[src/rtl/pis_pkg.sv]
package pis_pkg;

    localparam int ADDR_W = 12;
    localparam int DATA_W = 32;
    localparam int CNT_W  = 6;

    localparam logic [ADDR_W-1:0] OFF_CTRL   = 12'h000;
    localparam logic [ADDR_W-1:0] OFF_GATE   = 12'h260;
    localparam logic [ADDR_W-1:0] OFF_UP_DLY = 12'h264;
    localparam logic [ADDR_W-1:0] OFF_DN_DLY = 12'h268;

    localparam int CTRL_DN_BIT = 0;
    localparam int CTRL_UP_BIT = 1;
    localparam int SECOND_LSB  = 8;

    typedef struct packed {
        logic [CNT_W-1:0] second;
        logic [CNT_W-1:0] first;
    } dly_t;

    localparam dly_t DLY_RESET = '{second: 6'd1, first: 6'd1};

    typedef struct packed {
        logic gate_en;
        dly_t up_dly;
        dly_t dn_dly;
    } cfg_t;

    typedef enum logic [2:0] {
        ST_IDLE = 3'd0,
        ST_DN_A = 3'd1,
        ST_DN_B = 3'd2,
        ST_UP_A = 3'd3,
        ST_UP_B = 3'd4
    } seq_st_t;

    function automatic logic [DATA_W-1:0] dly_to_word(dly_t d);
        logic [DATA_W-1:0] w;
        w = '0;
        w[CNT_W-1:0] = d.first;
        w[SECOND_LSB +: CNT_W] = d.second;
        return w;
    endfunction

    function automatic dly_t word_to_dly(logic [DATA_W-1:0] w);
        dly_t d;
        d.first  = w[CNT_W-1:0];
        d.second = w[SECOND_LSB +: CNT_W];
        return d;
    endfunction

    function automatic logic [CNT_W-1:0] load_value(logic [CNT_W-1:0] c);
        return (c == '0) ? '0 : c - 1'b1;
    endfunction

endpackage

[src/rtl/pis_regs.sv]
module pis_regs
    import pis_pkg::*;
(
    input  logic              clk,
    input  logic              rst,
    input  logic              wr_en,
    input  logic [ADDR_W-1:0] addr,
    input  logic [DATA_W-1:0] wdata,
    output logic [DATA_W-1:0] rdata,
    input  logic              busy,
    input  logic              clr_dn,
    input  logic              clr_up,
    output logic              pend_dn,
    output logic              pend_up,
    output cfg_t              cfg
);

    logic wr_ctrl;
    assign wr_ctrl = wr_en && (addr == OFF_CTRL);

    always_ff @(posedge clk) begin
        if (rst) begin
            pend_dn     <= 1'b0;
            pend_up     <= 1'b0;
            cfg.gate_en <= 1'b0;
            cfg.up_dly  <= DLY_RESET;
            cfg.dn_dly  <= DLY_RESET;
        end else begin
            if (wr_ctrl && !busy) begin
                pend_dn <= wdata[CTRL_DN_BIT];
                pend_up <= wdata[CTRL_UP_BIT];
            end else begin
                if (clr_dn) pend_dn <= 1'b0;
                if (clr_up) pend_up <= 1'b0;
            end
            if (wr_en && addr == OFF_GATE)   cfg.gate_en <= wdata[0];
            if (wr_en && addr == OFF_UP_DLY) cfg.up_dly  <= word_to_dly(wdata);
            if (wr_en && addr == OFF_DN_DLY) cfg.dn_dly  <= word_to_dly(wdata);
        end
    end

    always_comb begin
        rdata = '0;
        unique case (addr)
            OFF_CTRL: begin
                rdata[CTRL_DN_BIT] = pend_dn;
                rdata[CTRL_UP_BIT] = pend_up;
            end
            OFF_GATE:   rdata[0] = cfg.gate_en;
            OFF_UP_DLY: rdata = dly_to_word(cfg.up_dly);
            OFF_DN_DLY: rdata = dly_to_word(cfg.dn_dly);
            default:    rdata = '0;
        endcase
    end

    assert_ignore_busy_R7: assert property (@(posedge clk) disable iff (rst)
        (busy && wr_ctrl) |=> (!$rose(pend_dn) && !$rose(pend_up)))
        else $error("request accepted while busy");

endmodule

[src/rtl/pis_phase_timer.sv]
module pis_phase_timer
    import pis_pkg::*;
(
    input  logic             clk,
    input  logic             rst,
    input  logic             load,
    input  logic [CNT_W-1:0] count,
    output logic             expire
);

    logic [CNT_W-1:0] cnt_q;

    always_ff @(posedge clk) begin
        if (rst) begin
            cnt_q <= '0;
        end else if (load) begin
            cnt_q <= load_value(count);
        end else if (cnt_q != '0) begin
            cnt_q <= cnt_q - 1'b1;
        end
    end

    assign expire = (cnt_q == '0);

    assert_zero_len_R5: assert property (@(posedge clk) disable iff (rst)
        (load && count == '0) |=> expire)
        else $error("zero count phase longer than one cycle");

endmodule

[src/rtl/pis_seq_fsm.sv]
module pis_seq_fsm
    import pis_pkg::*;
(
    input  logic             clk,
    input  logic             rst,
    input  logic             pend_dn,
    input  logic             pend_up,
    input  cfg_t             cfg,
    input  logic             expire,
    output logic             load,
    output logic [CNT_W-1:0] load_cnt,
    output logic             clr_dn,
    output logic             clr_up,
    output logic             active,
    output logic             iso_q,
    output logic             sw_q
);

    seq_st_t state_q, state_d;
    logic    iso_d, sw_d;

    always_comb begin
        state_d  = state_q;
        iso_d    = iso_q;
        sw_d     = sw_q;
        load     = 1'b0;
        load_cnt = '0;
        clr_dn   = 1'b0;
        clr_up   = 1'b0;
        unique case (state_q)
            ST_IDLE: begin
                if (pend_dn) begin
                    if (cfg.gate_en) begin
                        state_d  = ST_DN_A;
                        iso_d    = 1'b1;
                        load     = 1'b1;
                        load_cnt = cfg.dn_dly.first;
                    end else begin
                        clr_dn = 1'b1;
                        clr_up = 1'b1;
                    end
                end else if (pend_up) begin
                    state_d  = ST_UP_A;
                    sw_d     = 1'b1;
                    load     = 1'b1;
                    load_cnt = cfg.up_dly.first;
                end
            end
            ST_DN_A: if (expire) begin
                state_d  = ST_DN_B;
                load     = 1'b1;
                load_cnt = cfg.dn_dly.second;
            end
            ST_DN_B: if (expire) begin
                state_d = ST_IDLE;
                sw_d    = 1'b0;
                clr_dn  = 1'b1;
                clr_up  = 1'b1;
            end
            ST_UP_A: if (expire) begin
                state_d  = ST_UP_B;
                load     = 1'b1;
                load_cnt = cfg.up_dly.second;
            end
            ST_UP_B: if (expire) begin
                state_d = ST_IDLE;
                iso_d   = 1'b0;
                clr_up  = 1'b1;
            end
            default: state_d = ST_IDLE;
        endcase
    end

    always_ff @(posedge clk) begin
        if (rst) begin
            state_q <= ST_IDLE;
            iso_q   <= 1'b0;
            sw_q    <= 1'b1;
        end else begin
            state_q <= state_d;
            iso_q   <= iso_d;
            sw_q    <= sw_d;
        end
    end

    assign active = (state_q != ST_IDLE);

    assert_iso_guard_R3: assert property (@(posedge clk) disable iff (rst)
        !sw_q |-> iso_q)
        else $error("switch open without isolation");

    assert_iso_release_R4: assert property (@(posedge clk) disable iff (rst)
        $fell(iso_q) |-> (sw_q && $past(state_q) == ST_UP_B))
        else $error("isolation released outside power-up end");

    assert_dn_priority_R8: assert property (@(posedge clk) disable iff (rst)
        (state_q == ST_IDLE && pend_dn && pend_up) |=> (state_q != ST_UP_A))
        else $error("power-up taken over power-down");

endmodule

[src/rtl/pwr_island_seq.sv]
module pwr_island_seq
    import pis_pkg::*;
(
    input  logic              clk,
    input  logic              rst,
    input  logic              bus_wr,
    input  logic [ADDR_W-1:0] bus_addr,
    input  logic [DATA_W-1:0] bus_wdata,
    output logic [DATA_W-1:0] bus_rdata,
    output logic              iso_en,
    output logic              sw_en,
    output logic              busy
);

    cfg_t             cfg;
    logic             pend_dn, pend_up;
    logic             clr_dn, clr_up;
    logic             load, expire, active;
    logic [CNT_W-1:0] load_cnt;

    assign busy = active | pend_dn | pend_up;

    pis_regs u_regs (
        .clk     (clk),
        .rst     (rst),
        .wr_en   (bus_wr),
        .addr    (bus_addr),
        .wdata   (bus_wdata),
        .rdata   (bus_rdata),
        .busy    (busy),
        .clr_dn  (clr_dn),
        .clr_up  (clr_up),
        .pend_dn (pend_dn),
        .pend_up (pend_up),
        .cfg     (cfg)
    );

    pis_phase_timer u_timer (
        .clk    (clk),
        .rst    (rst),
        .load   (load),
        .count  (load_cnt),
        .expire (expire)
    );

    pis_seq_fsm u_fsm (
        .clk      (clk),
        .rst      (rst),
        .pend_dn  (pend_dn),
        .pend_up  (pend_up),
        .cfg      (cfg),
        .expire   (expire),
        .load     (load),
        .load_cnt (load_cnt),
        .clr_dn   (clr_dn),
        .clr_up   (clr_up),
        .active   (active),
        .iso_q    (iso_en),
        .sw_q     (sw_en)
    );

    assert_cut_ends_seq_R3: assert property (@(posedge clk) disable iff (rst)
        $fell(sw_en) |-> !busy)
        else $error("busy still high after switch opened");

    assert_self_clear_R6: assert property (@(posedge clk) disable iff (rst)
        $fell(active) |-> (!pend_dn && !pend_up))
        else $error("request bit left set after sequence");

endmodule

[config.mk]
export PLATFORM = sky130hd
export DESIGN_NAME = pwr_island_seq
export DESIGN_NICKNAME = d
export VERILOG_FILES = /design/src/rtl/pis_pkg.sv /design/src/rtl/pis_regs.sv /design/src/rtl/pis_phase_timer.sv /design/src/rtl/pis_seq_fsm.sv /design/src/rtl/pwr_island_seq.sv
export SDC_FILE = /design/constraint.sdc
export NUM_CORES = 1
export LEC_CHECK = 0
export BUFFER_PORTS_ARGS = -buffer_cell sky130_fd_sc_hd__buf_2
export CORE_MARGIN = 2
export CORE_UTILIZATION = 55
export CTS_CLUSTER_DIAMETER = 40
export DETAILED_ROUTE_END_ITERATION = 7
export PLACE_DENSITY = 0.86
export SLEW_MARGIN = 20
export SYNTH_ARGS = -nofsm -noshare
export SYNTH_HDL_FRONTEND = slang
export SYNTH_HIERARCHICAL = 1
export SYNTH_SLANG_ARGS = --single-unit
[constraint.sdc]
create_clock -name clk -period 5.87 [get_ports clk]
set_input_delay 1.174 -clock clk [delete_from_list [all_inputs] [get_ports clk]]
set_output_delay 1.174 -clock clk [all_outputs]
set_load 0.03 [all_outputs]
After elaboration in Yosys (flattened, before gate mapping). Index checks and enable logic that the tools add are counted.

Logic and storage cells: 94. Register bits after elaboration: 38. Output and inout bits: 35. Input port bits: 47.

Reduce and logical (&&, ||, !) cells: 22. Equal/unequal tests: 18. Multiplexer cells: 39. Bitwise gates (word level): 2. $add $sub $neg: 2.

Operators by type and width (number): 6-bit two-way mux (8); 12-bit by 10-bit == test with 1-bit output (second input constant) (3); 12-bit one-hot mux with 2 select lines (1); 3-bit two-way mux (6); 6-bit one-hot mux with 3 select lines (1); 2-bit != test (second input constant) (8); 1-bit two-way mux (15); 12-bit logical NOT (1); 6-bit logical NOT (2); 3-bit one-hot mux with 4 select lines (1); 6-bit by 1-bit subtractor with 6-bit output (second input constant) (2); 1-bit one-hot mux with 2 select lines (5); 2-bit nonzero test (5); 4-bit AND reduction (2); 3-bit by 2-bit == test with 1-bit output (second input constant) (2); 3-bit != test (second input constant) (2); 6-bit nonzero test (1); 1-bit logical AND (5); 5-bit AND reduction (1); 1-bit one-hot mux with 4 select lines (1); 2-bit OR reduction (2); 3-bit by 1-bit == test with 1-bit output (second input constant) (1); 3-bit == test (second input constant) (1); 3-bit logical NOT (1); other kinds (5) (6).

Logic depth before layout (Yosys ltp).
Depth after elaboration: 6. Gate-level depth with buffers: 13. Gate-level depth less buffers: 12.

By module. Netlist, hierarchy kept.

By module, submodules not included: pis_regs (instances 1, cells each 174, seq. area each 540.5 µm², area an instance 1567.8 µm²); pis_seq_fsm (instances 1, cells each 58, seq. area each 100.1 µm², area an instance 486.7 µm²); pis_phase_timer (instances 1, cells each 51, seq. area each 120.1 µm², area an instance 469.2 µm²); pwr_island_seq (instances 1, cells each 1, seq. area each 0.0 µm², area an instance 6.3 µm²).

Worst setup path before layout. No wires, ideal clock.

Path kind: input-to-output. Start point: input bus_addr[1]. End point: output bus_rdata[10]. Cell stages on the path: 4. Required time: 4696 ps. Path buffers: 1. Data arrival time: 2285 ps. Setup slack: 2411 ps. Path through: nor4b_2 clkbuf_1 a22oi_1 nor2_1.

Cells in the longest elaborated chain, start to end: 2. Elaborated cells on any way between the ends: 3. Classes of those cells: eq/ne: 2; mux: 1.

Ends and longest elaborated chain: from (decl) (line pwr_island_seq.sv:7) `input logic [ADDR_W-1:0] bus_addr,`; 12-bit by 10-bit == test with 1-bit output (line pis_regs.sv:44) `unique case (addr)`; 12-bit one-hot mux with 2 select lines * (line pis_regs.sv:44); to (decl) (line pwr_island_seq.sv:9) `output logic [DATA_W-1:0] bus_rdata,`.

Every way passes the cells marked *; elsewhere a longest branch is shown, timed or not.

Final worst setup path.
Start point: input bus_addr[1]. End point: output bus_rdata[2].

Same word-level chain as after synthesis.

==> out/results.txt <==
Status -> completed
Avg WL per Cell -> 14.5 um
HP Start -> u_fsm/sw_q
GP Congestion -> 0.845
Pre-CTS WS -> 1.88 ns
RSZ-0062 raised after global routing -> false
Setup TNS -> 0 ns
Clock latency on the worst-skew pair -> 0.29 ns
Total global-route track usage -> 0.221
Die Wd -> 71.8 um
Final-stage net count -> 368
Antenna diodes -> 0
Drt initial violations -> 158
Boundary Pins -> 82
Core Box Area -> 4380 um2
Via density -> 5.65
Leading register cell type out of synthesis -> dfxtp_1
Launch point of the worst path -> bus_addr[1]
Post-route cell area -> 2760 um2
Clock-pin slew on the worst setup and hold paths -> 0.07 ns
Worst setup margin -> 1.86 ns
Seq/Total Area, Yosys -> 0.301
Final Routed Wirelength -> 5.35 mm
Tcrit/Tclk final -> 0.683
Peak supply drop -> 0.130 mV
Post-synth top cells -> dfxtp_1 (38), nand2b_1 (36), mux2i_1 (33)
Critical Path RT -> 4.70 ns
Hold buffer count at CTS -> 0
CP endpoint kind -> output port
Site row count -> 24
Detailed placement HPWL -> 3.83 mm
Final setup violating endpoints -> 0
Most frequent cell after synthesis -> dfxtp_1
Detailed Routing Iterations Pass 1 -> 4
Critical path type -> in -> out
Most used cell, CP -> buf_2
Reg-to-Reg Start -> u_fsm/state_q[1]
Post-DP Area -> 2650 um2
Fmax -> 249 MHz
Post-synth top area share -> 0.301
Slew HR -> 0.281
CP max FO -> 11
Initial Utilization -> 0.577
Syn avg cell area -> 8.91 um2
First-pass GRT wire length -> 8.93 mm
DR DRC count -> 0
Syn. warnings -> 6
CP max stage delay -> 0.90 ns
IO buf count -> 41
WHS -> 0.462 ns
Startpoint Class -> input pin
CP max-delay cell -> nor4b_2
CTS tree -> yes
Hold Vio Cnt, Final -> 0
CTS root buffer -> clkbuf_8
Critical Path, Cell by Cell -> buf_2 > nor4b_2 > a22oi_1 > nor2_1 > buf_2
H-tree depth -> 2
Critical Path AT -> 2.84 ns
Num CTS Buffers -> 5
Cell area power density -> 266 nW/um2
Hold crit path type -> reg -> reg
Vias in the first global route -> 1,998
Die Height -> 71.8 um
Sink Count -> 38
Worst-margin pin slew -> 1.08 ns
Cts repair resizes -> 0
Area Overhead vs Synth -> 9.15%
Post-Syn Instances -> 284
Post-CTS setup buffers -> 0
Number of antenna violations at the first check in global routing -> 0
Post-synth EDFFs -> 0
Fraction of layout cells with a size suffix above 1 -> 0.215
MaxCap Viol Count -> 0
Leak pwr -> 1.13 nW
Synth cell types -> 50
Via count -> 2,084
Max-slew violations -> 0
Synth top area cells -> dfxtp_1 (30%), mux2i_1 (13%), nand2b_1 (8.9%)
Full die area -> 5160 um2
Total global routing overflow -> 0
Register bit total from synthesis -> 38
Final min period -> 4.01 ns
Mapped Area -> 2530 um2
Worst clock skew -> 0.00390 ns
Asr flop ratio synth -> 0
Largest net degree at the start of global routing -> 50
Yosys top cell by area -> dfxtp_1
Layout fillers -> 394
ANT nets after route -> 0
Deepest clock path buffer count -> 2
-- path summary, 6_finish.rpt --
check / end / slack (ns) / depth (start not counted)
min: u_fsm/sw_q / 0.46 / 1
max reg2reg: u_timer/cnt_q[5] / 3.11 / 9
max: bus_rdata[2] / 1.86 / 5
min reg2reg: u_fsm/sw_q / 0.46 / 1
-- layout by cell type (no fill, tap or decap), types with 2 or more instances in the layout --
master    netlist  layout
xnor2_1         7       7
inv_1           4       4
ha_1            4       4
nor4b_2         2       2
conb_1          1      20
dfxtp_1        38      38
o22a_1          2       2
nor3_2          3       3
or3_4           2       2
nor3_1          6       6
clkbuf_8        0       6
nor2b_1         2       2
mux2i_1        33      33
o211ai_1        2       2
nor4b_1         2       2
a22oi_1        10      10
a211oi_1        4       4
nand4_1         3       3
and4_1          3       3
nand2_1         6       6
buf_2           1      41
nor2_1         32      32
nand3_1         4       4
a221o_2         6       6
a21oi_1         5       5
nand3b_1        3       3
nor3b_1         6       6
nand2b_1       36      36
and3b_1         5       5
-- registers in the layout, indices dropped and copies added (netlist names) --
| register | count |
|---|---|
| u_fsm/sw_q | 1 |
| u_regs/pend_up | 1 |
| u_regs/cfg | 25 |
| u_fsm/state_q | 3 |
| u_regs/pend_dn | 1 |
| u_timer/cnt_q | 6 |
| u_fsm/iso_q | 1 |
-- critical path: cells and delay by family --
kind / cells / cell delay [ns]
AO/OA/AOI/OAI: 1 / 0.23
buffers and inverters: 2 / 0.35
AND/OR/NAND/NOR: 2 / 1.08
-- cell families after synthesis --
family	synth area share
compound gates	0.127
xor+xnor	0.0277
fa+ha+maj	0.0198
buf+inv	0.0940
flops	0.301
mux	0.135
other cells	0.00148
simple gates	0.295
-- per-stage QoR --
stage	total power [mW]	std cells	util
global route	0.771	369	0.630
detailed placement	0.514	362	0.604
global placement	0.506	362	0.604
finish	0.735	369	0.630
floorplan	0.482	303	-
CTS	0.738	369	0.630
-- power breakdown --
part,switching [mW],leakage (nW),internal (mW)
Combinational,0.119,0.763,0.0964
Sequential,0.0171,0.308,0.278
Clock,0.0894,0.0573,0.136
Total,0.225,1.13,0.510
-- metal layers --
metal  wire, um  track usage
met1       2290        0.264
met2       2740        0.378
met3        257       0.0506
met4         66       0.0985
met5          0            0
-- cell type report --
type | count | area [um2] | area share
timing repair buffer | 41 | 205 | 0.0743
clock buffer | 6 | 82.6 | 0.0299
clock inverter | 1 | 30.0 | 0.0109
multi-input combinational | 227 | 1600 | 0.580
sequential | 38 | 761 | 0.275
inverter | 4 | 15.0 | 0.00544
tap | 52 | 65.1 | 0.0236
(Power assumes the default switching activity.)
